--- config.mk ---
export PLATFORM = sky130hd
export DESIGN_NAME = chaser_seq
export DESIGN_NICKNAME = d
export VERILOG_FILES = /design/src/rtl/chaser_pkg.sv /design/src/rtl/chaser_tick_div.sv /design/src/rtl/chaser_mode_ctr.sv /design/src/rtl/chaser_serial_src.sv /design/src/rtl/chaser_shift_chain.sv /design/src/rtl/chaser_seq.sv
export SDC_FILE = /design/constraint.sdc
export NUM_CORES = 1
export LEC_CHECK = 0
export BUFFER_PORTS_ARGS = -buffer_cell sky130_fd_sc_hd__buf_2
export CORE_ASPECT_RATIO = 0.75
export CORE_MARGIN = 1.5
export CORE_UTILIZATION = 57
export CTS_BUF_LIST = sky130_fd_sc_hd__clkbuf_4
export DETAILED_ROUTE_END_ITERATION = 10
export PLACE_DENSITY = 0.78
export SYNTH_ARGS = -nofsm -noshare
export SYNTH_HDL_FRONTEND = slang
export SYNTH_HIERARCHICAL = 1
export SYNTH_SLANG_ARGS = --single-unit
--- constraint.sdc ---
create_clock -name clk -period 1.9 [get_ports clk]
set_input_delay 0.19 -clock clk [delete_from_list [all_inputs] [get_ports clk]]
set_output_delay 0.19 -clock clk [all_outputs]
set_load 0.02 [all_outputs]
--- src/rtl/chaser_pkg.sv ---
package chaser_pkg;

  typedef enum logic [1:0] {
    PAT_FILL  = 2'd0,
    PAT_CLEAR = 2'd1,
    PAT_BLINK = 2'd2
  } pat_e;

  function automatic pat_e code_to_pat(input logic [1:0] code);
    case (code)
      2'd0:    return PAT_FILL;
      2'd2:    return PAT_BLINK;
      default: return PAT_CLEAR;
    endcase
  endfunction

  function automatic logic src_bit_for(input pat_e p);
    return (p != PAT_CLEAR);
  endfunction

endpackage

--- src/rtl/chaser_tick_div.sv ---
module chaser_tick_div #(
  parameter int DIV = 4
) (
  input  logic clk,
  input  logic rst,
  output logic tick_o
);
  localparam int CW = (DIV > 1) ? $clog2(DIV) : 1;
  localparam logic [CW-1:0] LAST = CW'(DIV - 1);

  logic [CW-1:0] cnt_q;

  assign tick_o = (cnt_q == LAST);

  always_ff @(posedge clk) begin
    if (rst)         cnt_q <= '0;
    else if (tick_o) cnt_q <= '0;
    else             cnt_q <= cnt_q + 1'b1;
  end


  cnt_range_chk: assert property (@(posedge clk) disable iff (rst)
    cnt_q <= LAST);


  tick_wrap_chk: assert property (@(posedge clk) disable iff (rst)
    tick_o |=> (cnt_q == '0));

endmodule

--- src/rtl/chaser_mode_ctr.sv ---
module chaser_mode_ctr
  import chaser_pkg::*;
#(
  parameter int NUM_STATES = 10,
  parameter logic [2*NUM_STATES-1:0] MODE_MAP = '0
) (
  input  logic clk,
  input  logic rst,
  input  logic step_i,
  output pat_e pat_o
);
  localparam int SW = (NUM_STATES > 1) ? $clog2(NUM_STATES) : 1;
  localparam logic [SW-1:0] TOP = SW'(NUM_STATES - 1);

  logic [SW-1:0] state_q;

  function automatic logic [SW-1:0] next_state(input logic [SW-1:0] s);
    return (s == TOP) ? '0 : s + 1'b1;
  endfunction

  always_ff @(posedge clk) begin
    if (rst)         state_q <= '0;
    else if (step_i) state_q <= next_state(state_q);
  end

  assign pat_o = code_to_pat(MODE_MAP[2*state_q +: 2]);


  state_wrap_chk: assert property (@(posedge clk) disable iff (rst)
    (step_i && state_q == TOP) |=> (state_q == '0));


  state_hold_chk: assert property (@(posedge clk) disable iff (rst)
    !step_i |=> $stable(state_q));


  state_range_chk: assert property (@(posedge clk) disable iff (rst)
    state_q <= TOP);

endmodule

--- src/rtl/chaser_serial_src.sv ---
module chaser_serial_src
  import chaser_pkg::*;
(
  input  logic clk,
  input  logic rst,
  input  pat_e pat_i,
  output logic sin_o
);
  always_ff @(posedge clk) begin
    if (rst) sin_o <= 1'b0;
    else     sin_o <= src_bit_for(pat_i);
  end


  src_zero_chk: assert property (@(posedge clk) disable iff (rst)
    (pat_i == PAT_CLEAR) |=> !sin_o);


  src_one_chk: assert property (@(posedge clk) disable iff (rst)
    (pat_i != PAT_CLEAR) |=> sin_o);

endmodule

--- src/rtl/chaser_shift_chain.sv ---
module chaser_shift_chain #(
  parameter int WIDTH   = 32,
  parameter int STAGE_W = 8
) (
  input  logic             clk,
  input  logic             rst,
  input  logic             shift_i,
  input  logic             clr_i,
  input  logic             sin_i,
  output logic [WIDTH-1:0] q_o
);
  localparam int NSTAGE = WIDTH / STAGE_W;

  logic [NSTAGE:0] carry;
  assign carry[0] = sin_i;

  for (genvar g = 0; g < NSTAGE; g++) begin : g_stage
    logic [STAGE_W-1:0] r_q;
    always_ff @(posedge clk) begin
      if (rst || clr_i) r_q <= '0;
      else if (shift_i) r_q <= {r_q[STAGE_W-2:0], carry[g]};
    end
    assign carry[g+1] = r_q[STAGE_W-1];
    assign q_o[g*STAGE_W +: STAGE_W] = r_q;
  end


  clr_empty_chk: assert property (@(posedge clk) disable iff (rst)
    clr_i |=> (q_o == '0));


  entry_bit_chk: assert property (@(posedge clk) disable iff (rst)
    (shift_i && !clr_i) |=> (q_o[0] == $past(sin_i)));


  exit_bit_chk: assert property (@(posedge clk) disable iff (rst)
    (shift_i && !clr_i) |=> (q_o[WIDTH-1] == $past(q_o[WIDTH-2])));


  idle_hold_chk: assert property (@(posedge clk) disable iff (rst)
    (!shift_i && !clr_i) |=> $stable(q_o));

endmodule

--- src/rtl/chaser_seq.sv ---
module chaser_seq
  import chaser_pkg::*;
#(
  parameter int LAMPS      = 32,
  parameter int STAGE_W    = 8,
  parameter int NUM_STATES = 10,
  parameter logic [2*NUM_STATES-1:0] MODE_MAP = 20'b01_00_10_10_01_00_00_01_00_00,
  parameter int STEP_DIV   = 625_000_000,
  parameter int BLINK_DIV  = 100_000_000,
  parameter int SLOW_DIV   = 25_000_000,
  parameter int FAST_DIV   = 50_000
) (
  input  logic             clk,
  input  logic             rst,
  output logic [LAMPS-1:0] lamps_o
);
  logic step_tick, blink_tick, slow_tick, fast_tick;
  pat_e pat;
  logic sin;

  chaser_tick_div #(.DIV(STEP_DIV))  u_step  (.clk(clk), .rst(rst), .tick_o(step_tick));
  chaser_tick_div #(.DIV(BLINK_DIV)) u_blink (.clk(clk), .rst(rst), .tick_o(blink_tick));
  chaser_tick_div #(.DIV(SLOW_DIV))  u_slow  (.clk(clk), .rst(rst), .tick_o(slow_tick));
  chaser_tick_div #(.DIV(FAST_DIV))  u_fast  (.clk(clk), .rst(rst), .tick_o(fast_tick));

  chaser_mode_ctr #(.NUM_STATES(NUM_STATES), .MODE_MAP(MODE_MAP)) u_mode (
    .clk(clk), .rst(rst), .step_i(step_tick), .pat_o(pat));

  chaser_serial_src u_src (.clk(clk), .rst(rst), .pat_i(pat), .sin_o(sin));

  // named shift and clear events
  logic fill_shift, clear_shift, refill_shift, blink_clr, any_shift;
  assign fill_shift   = (pat == PAT_FILL)  && slow_tick;
  assign clear_shift  = (pat == PAT_CLEAR) && fast_tick;
  assign refill_shift = (pat == PAT_BLINK) && fast_tick;
  assign blink_clr    = (pat == PAT_BLINK) && blink_tick;
  assign any_shift    = fill_shift | clear_shift | refill_shift;

  chaser_shift_chain #(.WIDTH(LAMPS), .STAGE_W(STAGE_W)) u_chain (
    .clk(clk), .rst(rst), .shift_i(any_shift), .clr_i(blink_clr),
    .sin_i(sin), .q_o(lamps_o));


  one_source_chk: assert property (@(posedge clk) disable iff (rst)
    $onehot0({fill_shift, clear_shift, refill_shift}));


  reset_dark_chk: assert property (@(posedge clk)
    rst |=> (lamps_o == '0));

endmodule

==> results of run 1 <==
-- cells in the mapped netlist, types with 9 or more instances --
library cell	instances
a21oi_1	27
and3_1	16
and4_1	11
buf_4	9
dfxtp_1	135
inv_1	13
mux2i_1	33
nand2_1	39
nand3_1	34
nand4_1	31
nor2_1	118
nor3_1	11
nor4_1	11
o21ai_0	14
o31ai_1	11
or3_1	10
or4_1	11
xnor2_1	29
xor2_1	33
-- what timing repair did --
item                                    4_1_cts  5_1_grt
endpoints found under the setup margin       33       90
cloned                                        1        5
gates resized for setup                       6       51
pin swaps                                     3       12
hold buffers                                  0        0
setup buffers                                 4        7
-- critical path, delay by kind of cell, from the launching register on --
family	cells	cell delay, ps
AND/OR/NAND/NOR	3	850
AO/OA/AOI/OAI	1	220
buffers and inverters	2	270
multiplexers	2	400
flip-flops	1	340
-- cell type report --
type,count,area (µm²),area share
clock buffer,17,128,0.0163
inverter,13,48.8,0.00625
clock inverter,15,213,0.0272
multi-input combinational,508,3400,0.435
timing repair buffer,139,1130,0.144
tap,136,170,0.0218
sequential,135,2730,0.349
-- placed cells by master, fill, tap and decap left out, types with 5 or more instances in the layout --
cell type / netlist / routed
nand2_1: 39 / 37
nor4_1: 11 / 10
dfxtp_1: 135 / 116
nand3_1: 34 / 34
buf_2: 8 / 33
inv_1: 13 / 13
buf_12: 0 / 5
o31ai_1: 11 / 11
clkbuf_4: 0 / 17
nor2_2: 0 / 7
inv_6: 0 / 6
and4_1: 11 / 10
nand4_1: 31 / 31
o21ai_0: 14 / 14
mux2i_1: 33 / 29
dfxtp_2: 0 / 19
xnor2_1: 29 / 29
and3_1: 16 / 15
xor2_1: 33 / 33
nor2_1: 118 / 109
or4_1: 11 / 11
a21oi_1: 27 / 22
a21oi_2: 3 / 8
and2_1: 5 / 5
nor3_1: 11 / 10
or3_1: 10 / 9
buf_4: 9 / 92
-- sequential cells by signal (all words and copies together) (netlist names) --
signal and flops:
u_chain/g_stage.r_q 32, u_step/cnt_q 30, u_blink/cnt_q 27, u_slow/cnt_q 25, u_fast/cnt_q 16, u_mode/state_q 4, u_src/sin_o 1
-- logic make-up after synthesis --
family | after synthesis | share of synthesized area
XOR/XNOR | 62 | 0.0878
multiplexers | 33 | 0.0534
AND/OR/NAND/NOR | 338 | 0.294
AO/OA/AOI/OAI | 71 | 0.0757
buffers and inverters | 44 | 0.0437
adder cells (fa/ha/maj) | 4 | 0.00809
flip-flops | 135 | 0.437
-- per-layer routing --
metal | up-vias | GRT usage
met1 | 2644 | 0.322
met2 | 206 | 0.430
li1 | 2715 | -
met4 | 0 | 0.0795
met5 | - | 0
met3 | 29 | 0.0659
-- per-stage QoR --
| stage | hold slack (ps) | util |
|---|---|---|
| final | 89.2 | 0.750 |
| after global routing | 73.8 | 0.750 |
| after floorplan | 252 | - |
| after CTS | 52.9 | 0.719 |
| after detailed placement | 459 | 0.677 |
| after global placement | 454 | 0.677 |
-- worst max path at each step --
stage / startpoint / endpoint / slack (ps) / cells past startpoint
finish: u_slow/cnt_q[9] / u_chain/g_stage[0].r_q[2] / -290 / 8
global route: u_slow/cnt_q[9] / u_chain/g_stage[2].r_q[3] / -340 / 8
CTS: u_slow/cnt_q[1] / u_chain/g_stage[0].r_q[4] / -210 / 10
detailed placement: u_slow/cnt_q[17] / u_chain/g_stage[1].r_q[7] / -280 / 8
global placement: u_slow/cnt_q[1] / u_chain/g_stage[3].r_q[1] / -140 / 9
floorplan: u_slow/cnt_q[1] / u_chain/g_stage[0].r_q[1] / -90 / 11
-- report_power, final --
group | switching (mW) | internal [mW]
clock network | 1.15 | 1.07
logic | 0.100 | 0.0889
registers | 0.0194 | 2.85
total | 1.27 | 4.02
==> impl_results.md, run 1 <==
* Status: finished, violations left
* Failing checks: negative setup slack
* Top sig layer: met4
* Top cells by area, synth: dfxtp_1, nor2_1, mux2i_1
* Via count at 5,594
* R2r startpoint: u_slow/cnt_q[9]
* Worst hold stages at 2
* Avg Inst Size Synth at 9.00 µm²
* CTS sink cnt at 135
* Achievable Freq at 457 MHz
* CP max-delay cell: or4_4
* Placed cells at 914
* Fin area at 0.00781 mm²
* Initial antenna violation count at 0
* First-pass GRT wire length at 23,400 µm
* Final setup fails at 40
* Reg2Reg Depth at 8
* Area delta synth->final at 26.3%
* Layout cells sized above 1 at 0.295
* Maximum buffer depth of the clock tree at 2
* Max incr delay on CP at 560 ps
* Crit-path cells: or4_4, nor4_4, mux2i_1, o21ai_4, buf_12, buf_16, mux2i_1, nor2_1
* Final Skew at 21.0 ps
* DP HPWL at 9530 µm
* Final Hold Fails at 0
* Metal-1 WL at 6620 µm
* Peak supply drop at 0.656 mV
* CTS buffer count at 17
* Die width at 123 µm
* Ys async rst share at 0
* HP Start: rst
* Unrepaired setup endpoints after global routing: true
* Yosys top cell area share at 0.437
* Fillers at 693
* Die H at 93.2 µm
* Pwr dens at 678 mW/mm²
* Slew Limit Fails at 0
* Core area at 0.0104 mm²
* Post-route ant nets at 0
* Final period util at 1.15
* Cells after Synth at 687
* Hold worst-path end: u_fast/cnt_q[2]
* Port Buffers at 33
* Critical path class: flop to flop
* CTS tree: built
* Endpoint class of the critical path: flop
* Syn nets at 693
* Relative slew slack at 0.661
* Drt via density at 5.81
* EDFF count, synth at 0
* Ant diodes at 0
* Drt drc at 0
* WP data arrival at 2640 ps
* Top FF cell, synth: dfxtp_1
* Clock slew at the register clock pins of the worst setup and hold paths at 130 ps
* Initial drt markers at 480
* H-tree depth at 4
* Worst endpoint required time at 2350 ps
* Worst-skew pair later-pin latency at 550 ps
* Root buffer cell: clkbuf_4
* Crit path time final at 2190 ps
* Average wire per standard cell at 15.6 µm
* RR Endpoint: u_chain/g_stage[0].r_q[2]
* Post-route setup slack at -287 ps
* DIE AREA at 0.0115 mm²
* Sequential share of the synthesized area at 0.437
* Area leader, netlist: dfxtp_1
* Final #Nets at 820
* Area after DPL at 0.00705 mm²
* I/O pin cnt at 34
* Worst-margin pin slew at 509 ps
* Number of max-cap violations at 0
* Yosys reg bits at 135
* Gpl congestion at 0.905
* Final Non-Filler Cells at 963
* Cell Rows at 32
* Vias in the first global route at 5,195
* Total power at 5.29 mW
* WL met2 at 7170 µm
* Cell variety after synth at 57
* Dpl ws at -279 ps
* Most used cell along the critical path: mux2i_1
* GRT Resource Usage Total at 0.256
* CP Max Fanout at 6
* Met3 Routed Length at 955 µm
* GRT Residual Overflow at 0
* Drt total wl at 15,000 µm
* Setup TNS at -6900 ps
* R2R setup slack at -290 ps
* Pleak at 2.92 nW
* Starting Density at 0.594
* Hold Path Class: input port to flop
* Mapped Area at 0.00618 mm²
* YS warnings at 6
* Largest net degree at the start of global routing at 33
* CP startpoint kind: flop
* Drt first pass iters at 5
(Power assumes the default switching activity.)
==> inputs of run 2 (changes only) <==
--- a/config.mk
+++ b/config.mk
@@ -8,10 +8,10 @@
 export BUFFER_PORTS_ARGS = -buffer_cell sky130_fd_sc_hd__buf_2
 export CORE_ASPECT_RATIO = 0.75
 export CORE_MARGIN = 1.5
-export CORE_UTILIZATION = 57
+export CORE_UTILIZATION = 61
 export CTS_BUF_LIST = sky130_fd_sc_hd__clkbuf_4
 export DETAILED_ROUTE_END_ITERATION = 10
-export PLACE_DENSITY = 0.78
+export PLACE_DENSITY = 0.8
 export SYNTH_ARGS = -nofsm -noshare
 export SYNTH_HDL_FRONTEND = slang
 export SYNTH_HIERARCHICAL = 1
==> constraint.sdc (replaced) <==
create_clock -name clk -period 2.7 [get_ports clk]
set_input_delay 0.27 -clock clk [delete_from_list [all_inputs] [get_ports clk]]
set_output_delay 0.27 -clock clk [all_outputs]
set_load 0.02 [all_outputs]
==> run 2 against run 1 <==
  * The run now ends clean
  * Sequential cell count unchanged
  * Hold slack better by 72 ps
  * Critical path depth down 1
  * Register-to-register slack better by 600 ps
  * Clock power down 32%
  * Largest power group unchanged
  * Highest routed layer unchanged
==> impl_results.md, run 2 (same netlist as run 1, synthesis figures left out) <==
* GRT Residual Overflow at 0
* Slew Limit Fails at 0
* Status: finished, final reports clean
* Final setup fails at 0
* Final Skew at 25.1 ps
* Vias in the first global route at 4,585
* Layout cells sized above 1 at 0.129
* Dpl ws at 326 ps
* Die H at 90.2 µm
* Clock slew at the register clock pins of the worst setup and hold paths at 120 ps
* CP startpoint kind: flop
* CP Max Fanout at 32
* DIE AREA at 0.0108 mm²
* Hold Path Class: input port to flop
* Largest net degree at the start of global routing at 33
* H-tree depth at 4
* Setup TNS at 0 ps
* Unrepaired setup endpoints after global routing: false
* Crit-path cells: or4_4, nor4_1, mux2i_1, o21ai_4, buf_12, mux2i_1, nor2_1
* Most used cell along the critical path: mux2i_1
* Reg2Reg Depth at 7
* Final Hold Fails at 0
* Max reg flops at 32
* Setup bufs post-CTS at 0
* Initial drt markers at 443
* Final #Nets at 723
* Ant diodes at 0
* Drt via density at 5.77
* Most common cell after layout, fill and taps aside: dfxtp_1
* Worst endpoint required time at 3110 ps
* Reg power frac at 0.560
* CTS tree: built
* Drt drc at 0
* Port Buffers at 33
* Maximum buffer depth of the clock tree at 2
* Worst-margin pin slew at 801 ps
* Final period util at 0.884
* CP max-delay cell: or4_4
* Commonest non-fill, non-tap cells in the layout: dfxtp_1, nor2_1, nand2_1, nand3_1
* CP top delay family: simple AND/OR/NAND/NOR gates
* NetSw at 833 µW
* CP bufs+invs at 1
* Share of power burned in combinational logic at 0.019
* Pleak at 2.33 nW
* Most flops, register: u_chain/g_stage.r_q
* Internal power at 2.78 mW
* Area delta synth->final at 8.60%
* WP data arrival at 2800 ps
* DP HPWL at 8060 µm
* Initial antenna violation count at 0
* Post-route setup slack at 312 ps
* Critical path class: flop to flop
* Switch share at 0.230
* Post-route ant nets at 0
* Core area at 0.00974 mm²
* I/O pin cnt at 34
* Number of max-cap violations at 0
* Critical Path Stages at 7
* GRT Resource Usage Total at 0.239
* Die width at 119 µm
* Worst-skew pair later-pin latency at 540 ps
* CTS sink cnt at 135
* First-pass GRT wire length at 21,000 µm
* Relative slew slack at 0.464
* Average wire per standard cell at 14.0 µm
* Fillers at 774
* Crit path time final at 2390 ps
* Gpl congestion at 0.919
* Cell Rows at 31
* Drt total wl at 12,100 µm
* Starting Density at 0.635
* Max incr delay on CP at 590 ps
* Root buffer cell: clkbuf_4
* Hold_buf cts at 0
* Achievable Freq at 419 MHz
* Peak supply drop at 0.285 mV
* Largest regs: u_chain/g_stage.r_q x32, u_step/cnt_q x30, u_blink/cnt_q x27
* Worst hold stages at 2
* Hold_ws at 162 ps
* Clk pwr share at 0.421
* Endpoint class of the critical path: flop
* Drt first pass iters at 5
* Pwr dens at 538 mW/mm²
* Via count at 4,978
* Post-cts sizing count at 0
* CTS buffer count at 17
-- run 2: path summary, 6_finish.rpt --
check / startpoint / to / slack, ps
worst max-delay path: u_slow/cnt_q[8] / u_chain/g_stage[1].r_q[4] / 310
worst min-delay path: rst / u_step/cnt_q[8] / 160
worst max register to register: u_slow/cnt_q[8] / u_chain/g_stage[1].r_q[4] / 310
worst min register to register: u_slow/cnt_q[0] / u_slow/cnt_q[0] / 470
-- run 2: layout make-up --
cell class                      count  area, µm²  area share
Clock buffer                       18        135      0.0201
Clock inverter                     14        196      0.0293
Inverter                           13       48.8     0.00727
Multi-Input combinational cell    508       3220       0.480
Sequential cell                   135       2700       0.402
Tap cell                          132        165      0.0246
Timing Repair Buffer               42        245      0.0365
-- run 2: worst reg2reg max path, stage by stage, from the launching register on --
cell and delay, ps:
dfxtp_1 460, or4_4 590, nor4_1 320, mux2i_1 170
o21ai_4 170, buf_12 240, mux2i_1 250, nor2_1 70
-- run 2: power groups by stage --
stage               Sequential [mW]  Clock, mW  Combinational, mW
floorplan                      2.07          0             0.0630
global placement               2.07          0             0.0677
detailed placement             2.07          0             0.0698
CTS                            2.02       1.56             0.0702
global route                   2.03       1.65             0.0799
finish                         2.02       1.52             0.0696
-- run 2: layer usage --
metal  GRT usage  up-vias  routed length (µm)
li1            -     2518                   -
met1       0.327     2306                5990
met2       0.359      132                5300
met3      0.0590       22                 569
met4       0.101        0                 197
met5           0        -                   0
-- run 2: metrics by stage --
stage	std cells	util	instance area [µm²]	power (mW)
CTS	862	0.690	6720	3.66
floorplan	687	-	6180	2.13
global route	862	0.690	6720	3.76
finish	862	0.690	6720	3.62
detailed placement	830	0.656	6380	2.14
global placement	830	0.656	6380	2.14
